File: config.mk
export PLATFORM = sky130hd
export DESIGN_NAME = iram_banked
export DESIGN_NICKNAME = d
export VERILOG_FILES = /design/src/rtl/iram_pkg.sv /design/src/rtl/iram_bank_map.sv /design/src/rtl/iram_bit_map.sv /design/src/rtl/iram_bit_merge.sv /design/src/rtl/iram_store.sv /design/src/rtl/iram_banked.sv
export SDC_FILE = /design/constraint.sdc
export NUM_CORES = 2
export LEC_CHECK = 0
export BUFFER_PORTS_ARGS = -buffer_cell sky130_fd_sc_hd__buf_4
export CAP_MARGIN = 0
export CORE_AREA = 8 8 467 469
export DETAILED_ROUTE_END_ITERATION = 16
export DIE_AREA = 0 0 475 477
export PLACE_DENSITY = 0.56
export SKIP_CTS_REPAIR_TIMING = 1
export SYNTH_ARGS = -nofsm -noshare
export SYNTH_HDL_FRONTEND = slang
export SYNTH_SLANG_ARGS = --single-unit
File: constraint.sdc
create_clock -name clk -period 22.4 [get_ports clk]
set_input_delay 1.12 -clock clk [delete_from_list [all_inputs] [get_ports clk]]
set_output_delay 1.12 -clock clk [all_outputs]
set_load 0.03 [all_outputs]
File: src/rtl/iram_pkg.sv
package iram_pkg;
    typedef enum logic [1:0] {
        WM_DIRECT   = 2'd0,
        WM_INDIRECT = 2'd1,
        WM_REG      = 2'd2,
        WM_BIT      = 2'd3
    } wmode_e;
endpackage

File: src/rtl/iram_bank_map.sv
module iram_bank_map #(
    parameter int ADDR_W = 8,
    parameter int BANK_W = 2,
    parameter int REG_W  = 3
) (
    input  logic [BANK_W-1:0] bank,
    input  logic [REG_W-1:0]  rnum,
    output logic [ADDR_W-1:0] byte_addr
);
    localparam int PAD_W = ADDR_W - BANK_W - REG_W;

    // bank*regs_per_bank + register number
    assign byte_addr = {{PAD_W{1'b0}}, bank, rnum};
endmodule

File: src/rtl/iram_bit_map.sv
module iram_bit_map #(
    parameter int ADDR_W   = 8,
    parameter int DATA_W   = 8,
    parameter int BIT_BASE = 32,
    localparam int IDX_W   = $clog2(DATA_W),
    localparam int BA_W    = ADDR_W - 1
) (
    input  logic [BA_W-1:0]   bit_addr,
    output logic [ADDR_W-1:0] byte_addr,
    output logic [IDX_W-1:0]  bit_idx
);
    localparam int OFS_W = BA_W - IDX_W;
    localparam logic [ADDR_W-1:0] BASE = ADDR_W'(BIT_BASE);

    assign byte_addr = BASE + {{(ADDR_W-OFS_W){1'b0}}, bit_addr[BA_W-1:IDX_W]};
    assign bit_idx   = bit_addr[IDX_W-1:0];
endmodule

File: src/rtl/iram_bit_merge.sv
module iram_bit_merge #(
    parameter int DATA_W = 8,
    localparam int IDX_W = $clog2(DATA_W)
) (
    input  logic [DATA_W-1:0] old_byte,
    input  logic [IDX_W-1:0]  idx,
    input  logic              val,
    output logic [DATA_W-1:0] new_byte
);
    for (genvar i = 0; i < DATA_W; i++) begin : g_bit
        assign new_byte[i] = (idx == IDX_W'(i)) ? val : old_byte[i];
    end
endmodule

File: src/rtl/iram_store.sv
module iram_store #(
    parameter int ADDR_W = 8,
    parameter int DATA_W = 8,
    parameter int NRD    = 4,
    localparam int DEPTH = 1 << ADDR_W
) (
    input  logic                        clk,
    input  logic                        we,
    input  logic [ADDR_W-1:0]           waddr,
    input  logic [DATA_W-1:0]           wdata,
    input  logic [NRD-1:0][ADDR_W-1:0]  raddr,
    output logic [NRD-1:0][DATA_W-1:0]  rdata
);
    logic [DATA_W-1:0] mem [DEPTH];

    always_ff @(posedge clk) begin
        if (we) begin
            mem[waddr] <= wdata;
        end
    end

    // asynchronous reads: a same-cycle write is seen only after the edge
    for (genvar p = 0; p < NRD; p++) begin : g_rd
        assign rdata[p] = mem[raddr[p]];
    end
endmodule

File: src/rtl/iram_banked.sv
module iram_banked
    import iram_pkg::*;
#(
    parameter int ADDR_W     = 8,
    parameter int DATA_W     = 8,
    parameter int BANK_W     = 2,
    parameter int REG_W      = 3,
    parameter int BIT_BASE   = 32,
    localparam int BA_W      = ADDR_W - 1
) (
    input  logic              clk,
    input  logic              rst_n,
    input  logic [BANK_W-1:0] bank_sel,
    input  logic              wr_en,
    input  logic [1:0]        wr_mode,
    input  logic [ADDR_W-1:0] wr_addr,
    input  logic [DATA_W-1:0] wr_data,
    input  logic              wr_bit,
    input  logic [ADDR_W-1:0] rd_addr,
    input  logic              rd_indirect,
    input  logic [REG_W-1:0]  rd_reg,
    input  logic [BA_W-1:0]   rd_bit_addr,
    output logic [DATA_W-1:0] rd_data,
    output logic              rd_sfr_sel,
    output logic [DATA_W-1:0] reg_data,
    output logic              bit_data,
    output logic              wr_sfr_sel
);
    localparam int IDX_W = $clog2(DATA_W);
    localparam int NRD   = 4;
    localparam int P_BYTE = 0, P_REG = 1, P_BIT = 2, P_RMW = 3;

    logic [ADDR_W-1:0] reg_rd_byte, reg_wr_byte, bit_rd_byte, bit_wr_byte;
    logic [IDX_W-1:0]  bit_rd_idx, bit_wr_idx;
    logic [NRD-1:0][ADDR_W-1:0] st_addr;
    logic [NRD-1:0][DATA_W-1:0] st_q;
    logic [DATA_W-1:0] merged;
    logic              st_we;
    logic [ADDR_W-1:0] st_waddr;
    logic [DATA_W-1:0] st_wdata;
    logic              upper;

    iram_bank_map #(.ADDR_W(ADDR_W), .BANK_W(BANK_W), .REG_W(REG_W)) u_rd_bank (
        .bank(bank_sel), .rnum(rd_reg), .byte_addr(reg_rd_byte)
    );
    iram_bank_map #(.ADDR_W(ADDR_W), .BANK_W(BANK_W), .REG_W(REG_W)) u_wr_bank (
        .bank(bank_sel), .rnum(wr_addr[REG_W-1:0]), .byte_addr(reg_wr_byte)
    );
    iram_bit_map #(.ADDR_W(ADDR_W), .DATA_W(DATA_W), .BIT_BASE(BIT_BASE)) u_rd_bit (
        .bit_addr(rd_bit_addr), .byte_addr(bit_rd_byte), .bit_idx(bit_rd_idx)
    );
    iram_bit_map #(.ADDR_W(ADDR_W), .DATA_W(DATA_W), .BIT_BASE(BIT_BASE)) u_wr_bit (
        .bit_addr(wr_addr[BA_W-1:0]), .byte_addr(bit_wr_byte), .bit_idx(bit_wr_idx)
    );

    assign st_addr[P_BYTE] = rd_addr;
    assign st_addr[P_REG]  = reg_rd_byte;
    assign st_addr[P_BIT]  = bit_rd_byte;
    assign st_addr[P_RMW]  = bit_wr_byte;

    iram_store #(.ADDR_W(ADDR_W), .DATA_W(DATA_W), .NRD(NRD)) u_store (
        .clk(clk), .we(st_we), .waddr(st_waddr), .wdata(st_wdata),
        .raddr(st_addr), .rdata(st_q)
    );

    iram_bit_merge #(.DATA_W(DATA_W)) u_merge (
        .old_byte(st_q[P_RMW]), .idx(bit_wr_idx), .val(wr_bit), .new_byte(merged)
    );

    // read side
    assign rd_sfr_sel = !rd_indirect && rd_addr[ADDR_W-1];
    assign rd_data    = rd_sfr_sel ? '0 : st_q[P_BYTE];
    assign reg_data   = st_q[P_REG];
    assign bit_data   = st_q[P_BIT][bit_rd_idx];

    // write side: one selector per mode
    assign upper = wr_addr[ADDR_W-1];

    always_comb begin
        st_we      = 1'b0;
        st_waddr   = wr_addr;
        st_wdata   = wr_data;
        wr_sfr_sel = 1'b0;
        if (wr_en && rst_n) begin
            unique case (wmode_e'(wr_mode))
                WM_DIRECT: begin
                    st_we      = !upper;
                    wr_sfr_sel = upper;
                end
                WM_INDIRECT: begin
                    st_we = 1'b1;
                end
                WM_REG: begin
                    st_we    = 1'b1;
                    st_waddr = reg_wr_byte;
                end
                WM_BIT: begin
                    st_we      = !upper;
                    wr_sfr_sel = upper;
                    st_waddr   = bit_wr_byte;
                    st_wdata   = merged;
                end
            endcase
        end
    end
endmodule

-- After elaboration in Yosys (flattened, before gate mapping)
Memory sizes are Yosys's and may differ from the RTL's.
Index checks and enable logic that the tools add are counted.
- ROM bits: 0
- word-level logic and storage cells: 43
- input port bits: 43
- bits in writable memories: 2048
- memories: 1
- flip-flop bits (word level): 0
- bits in latches: 0
- output and inout port bits: 19
- $add $sub $neg: 2
- multipliers: 0
- reduce and logical (&&, ||, !) cells: 8
- muxes and demuxes: 21
- divide/modulo/power cells: 0
- magnitude comparators: 1
- equality and inequality tests: 10
- bitwise operators: 0
- shift-type cells: 0
- memories (memory ; depth ; bits a word ; read ports ; clocked after memory_dff ; wr ports ; RTL line ; RTL):
    u_store.mem ; 256 ; 8 ; 4 ; 0 ; 1 ; iram_store.sv:14 ; logic [DATA_W-1:0] mem [DEPTH];
- operators by type and width (kind ; count):
    $mux W8 ; 4
    $pmux W8 S2 ; 1
    $add A6 B4 Y7 const A ; 2
    $mux W1 ; 14
    $eq A3 B3 Y1 const B ; 4
    $eq A3 B2 Y1 const B ; 2
    $eq A2 B2 Y1 const B ; 2
    $lt A3 B4 Y1 const B ; 1
    $reduce_or A2 Y1 ; 2
    $bmux W1 S3 ; 1
    $eq A3 B1 Y1 const B ; 1
    $logic_not A3 Y1 ; 1
    $eq A2 B1 Y1 const B ; 1
    $logic_and A1 B1 Y1 ; 2
    $logic_not A1 Y1 ; 2
    $logic_not A2 Y1 ; 1
    $pmux W1 S2 ; 1

-- Depth between registers and ports, before layout
- word-level depth: 6
- gate-level depth with buffers: 11
- mapped depth without buffers: 8

-- Hierarchy
From an unflattened synthesis, not the netlist that was laid out.
- cells, all modules: 7996
- area total of the unflattened synthesis: 128379.4 um^2
- by module, submodules not included (module ; times used ; area each (um^2) ; cells an instance ; sequential area each (um^2)):
    iram_store ; 1 ; 127447.2 ; 7885 ; 61499.0
    iram_banked ; 1 ; 479.2 ; 51 ; 0.0
    iram_bit_map ; 2 ; 90.1 ; 13 ; 0.0
    iram_bit_merge ; 1 ; 145.1 ; 16 ; 0.0
    iram_bank_map ; 2 ; 63.8 ; 9 ; 0.0

-- Least setup slack after synthesis
Ideal clock, no wire load.
- path type: in2reg
- from: in wr_addr[4]
- to: mem u_store.mem[0][1], data pin
- data arrival time: 12208 ps
- stages: 6
- setup slack: 8005 ps
- setup time: 2187 ps
- path buffers: 2
- data required time: 20213 ps
- cell sequence: clkbuf_1 -> buf_1 -> mux4_2 -> mux4_2 -> mux2i_1 -> o21ai_0
- longest elaborated chain between the ends: 5
- ends and longest elaborated chain (what ; RTL line ; RTL):
    start: declaration ; iram_banked.sv:16 ; input logic [ADDR_W-1:0] wr_addr,
    $add A6 B4 Y7 ; iram_bit_map.sv:15 ; assign byte_addr = BASE + {{(ADDR_W-OFS_W){1'b0}}, bit_addr[BA_W-1:IDX_W]};
    $mem_v2 Z256 W8 ; n/a ;
    $mux W1 ; iram_bit_merge.sv:11 ; assign new_byte[i] = (idx == IDX_W'(i)) ? val : old_byte[i];
    $mux W8 ; iram_banked.sv:85 ; unique case (wmode_e'(wr_mode))
    $mux W8 ; iram_banked.sv:84 ; if (wr_en && rst_n) begin
    via st_wdata[1] ; iram_banked.sv:40 ; logic [DATA_W-1:0] st_wdata;
    end: declaration ; iram_store.sv:14 ;
The timed path passes the listed nets, and every way through them passes these cells.

-- Worst setup path in the final report
- from: in rd_addr[0]
- to: out rd_data[5]
- longest elaborated chain between the ends: 2
- ends and longest elaborated chain (what ; RTL line ; RTL):
    start: declaration ; iram_banked.sv:19 ; input logic [ADDR_W-1:0] rd_addr,
    $mem_v2 Z256 W8 ; n/a ;
    $mux W8 ; iram_banked.sv:72 ; assign rd_data = rd_sfr_sel ? '0 : st_q[P_BYTE];
    end: declaration ; iram_banked.sv:23 ; output logic [DATA_W-1:0] rd_data,
Every way passes these cells.

==> results.md <==
* Final period util at 39.5%
* IO buf count at 61
* CTS tree: yes
* Post-DP HPWL at 131 mm
* EDFF count, synth at 2,048
* RSZ-0062 raised after global routing: no
* Dominant cell type by area after synthesis: edfxtp_1
* Post-route DRC at 0
* Largest delay share family, worst path: buffers and inverters
* Max-cap violation count at 0
* Cell repeated most along the worst path: buf_4
* Worst setup EP type: primary output
* Drt initial violations at 4,343
* Die X at 475 µm
* Fmax at 113 MHz
* Met3 Use GR at 2.91%
* Post-synth ARST share at 0%
* Power per Cell Area at 86.9 nW/µm²
* Hold Crit Class: in2reg
* Clock-pin transition on the worst setup and hold timing paths at 60 ps
* Final hold slack at 959 ps
* Register area share after synthesis at 73.5%
* Nets@finish at 4,254
* FILL cells at 17,800
* CP arrival at 7740 ps
* Worst path cell trace: buf_8 -> buf_4 -> buf_4 -> buf_4 -> buf_4 -> mux4_2 -> o22ai_1 -> nor3_1 -> nor4_1 -> o311ai_1 -> buf_4
* Post-route ant nets at 0
* Final hold vios at 0
* Syn. warnings at 0
* Detailed Route WL at 219 mm
* Vias per inst at 5.83
* Crit path max fanout at 52
* Gr ovfl total at 0
* Top reg by flops: u_store.mem
* Count of different cell masters after synthesis at 45
* Final instance area at 93,900 µm²
* First-pass DRT Iterations at 5
* Commonest non-fill, non-tap cells in the layout: edfxtp_1, mux4_2, mux2i_1
* Core Footprint at 211,000 µm²
* Setup crit start kind: primary input
* GRT Resource Usage Total at 18.9%
* Row Count at 169
* M2 GR Usage at 30.9%
* Clock latency on the worst-skew pair at 850 ps
* Syn Inst Count at 4,136
* Number of synthesized register bits at 2,048
* Met1 Usage GRT at 26.6%
* Final GP Congestion at 0.792
* Worst vdd ir at 76.5 µV
* Status: complete, no violations
* Worst Path Buf+Inv at 6
* Yosys top cell area share at 73.5%
* Layout area overhead at 12.3%
* Final setup violation count at 0
* TritonCTS buffer count at 211
* Worst slew margin at 9.15%
* Post-synth top flop: edfxtp_1
* Vias post-DR at 42,100
* Clk_skew at 57.1 ps
* Top flop regs: u_store.mem: 2048 flops
* Die Y at 477 µm
* First-pass GRT wire length at 314 mm
* CTS max path bufs at 3
* LEAKAGE at 29.0 nW
* CP Class: in2out
* Critical Path RT at 21,280 ps
* CTS root buffer: clkbuf_16
* Final Instance Count excl. Fillers at 7,217
* Slew at the pin with the worst max-slew slack at 1350 ps
* Starting Density at 39.7%
* Clk sinks at 2,048
* DP Cell Count at 6,817
* Max reg flops at 2,048
* Util after Layout at 44.6%
* Slowest stage delay, CP at 1150 ps
* Layout cells sized above 1 at 23.3%
* Die area at 227,000 µm²
* Wirelength per Cell at 30.4 µm
* Synth area leaders: edfxtp_1, mux4_2, mux2i_1, nor2_1, o221ai_1
* Crit path time final at 8860 ps
* Post-synthesis area per instance at 20.2 µm²
* Synthesized area at 83,600 µm²
* Most common cell after layout, fill and taps aside: edfxtp_1
* CP max stage cell: nor4_1
* Total negative slack at 0 ps
* Largest net degree at the start of global routing at 183
* Initial antenna violation count at 11
* Busiest grt layer: met2
* Final Max Slew Viols at 0
* Io pins at 62
* Placed inst area at 87,200 µm²
* H-tree Lvls at 4
* Net Count, Synth at 4,181
* Vias in the first global route at 42,400
## cell usage after synthesis, types with 7 or more instances
| cell | instances |
|---|---|
| and2_1 | 17 |
| nor2_1 | 275 |
| mux2i_1 | 284 |
| a31oi_1 | 12 |
| edfxtp_1 | 2048 |
| a211oi_1 | 36 |
| mux2_2 | 19 |
| buf_4 | 31 |
| nand2_1 | 94 |
| o32ai_1 | 8 |
| o221ai_1 | 104 |
| nor3_1 | 35 |
| o311ai_0 | 8 |
| clkbuf_1 | 147 |
| nand2b_1 | 10 |
| nor2b_1 | 21 |
| a21oi_1 | 70 |
| o31a_1 | 7 |
| buf_1 | 40 |
| nand4_1 | 14 |
| a221oi_1 | 22 |
| nor4_1 | 8 |
| o22ai_1 | 65 |
| mux4_2 | 554 |
| a22oi_1 | 49 |
| nand3b_1 | 8 |
| o21ai_0 | 52 |
| buf_2 | 65 |
## area by class of cell
type                       count  area, µm²  area share [%]
inverter                       3       11.3          0.0120
clock buffer                 267       5490            5.85
antenna                        6       15.0          0.0160
sequential                  2048      61500            65.5
clock inverter               127       1240            1.33
tap                         2821       3530            3.76
multi-input combinational   1800      21000            22.3
timing repair buffer         145       1160            1.23
## worst register-to-register path: cells and delay by family, from the launching register on
family	cells	cell delay, ps
AO/OA/AOI/OAI	1	130
buffers and inverters	3	2480
flip-flops	1	370
multiplexers	3	710
## power by group
group	switching [mW]	leakage, nW	internal [mW]
sequential	0.000651	18.4	4.24
combinational	0.328	7.31	0.162
clock	1.49	3.27	1.94
## per-stage QoR
step / total power [mW] / worst slack (ps)
2_1_floorplan: 4.68 / 8000
3_3_place_gp: 4.82 / 13610
3_5_place_dp: 4.82 / 13590
4_1_cts: 8.23 / 13590
5_1_grt: 8.38 / 13230
6_report: 8.16 / 13540
## path summary, 6_finish.rpt
kind	from	cells past startpoint	slack (ps)	end
worst max-delay path	rd_addr[0]	11	13540	rd_data[5]
worst min-delay path	wr_data[0]	3	960	u_store.mem[232][0]
worst max register to register	u_store.mem[37][1]	7	18190	u_store.mem[152][1]
worst min register to register	u_store.mem[43][4]	5	1870	u_store.mem[228][4]
## cells by family after synthesis
logic type / share of synthesized area, %
multiplexers: 18.6
flip-flops: 73.5
AO/OA/AOI/OAI: 3.75
AND/OR/NAND/NOR: 2.57
adder cells (fa/ha/maj): 0.0299
buffers and inverters: 1.54
## layer usage
layer  wire [µm]  part of all wire [%]
met5          13                0.0059
met4        5380                   2.5
met3       13300                   6.1
met2      107000                    49
met1       93400                    43
No activity file was read; power rests on OpenSTA's default activity.
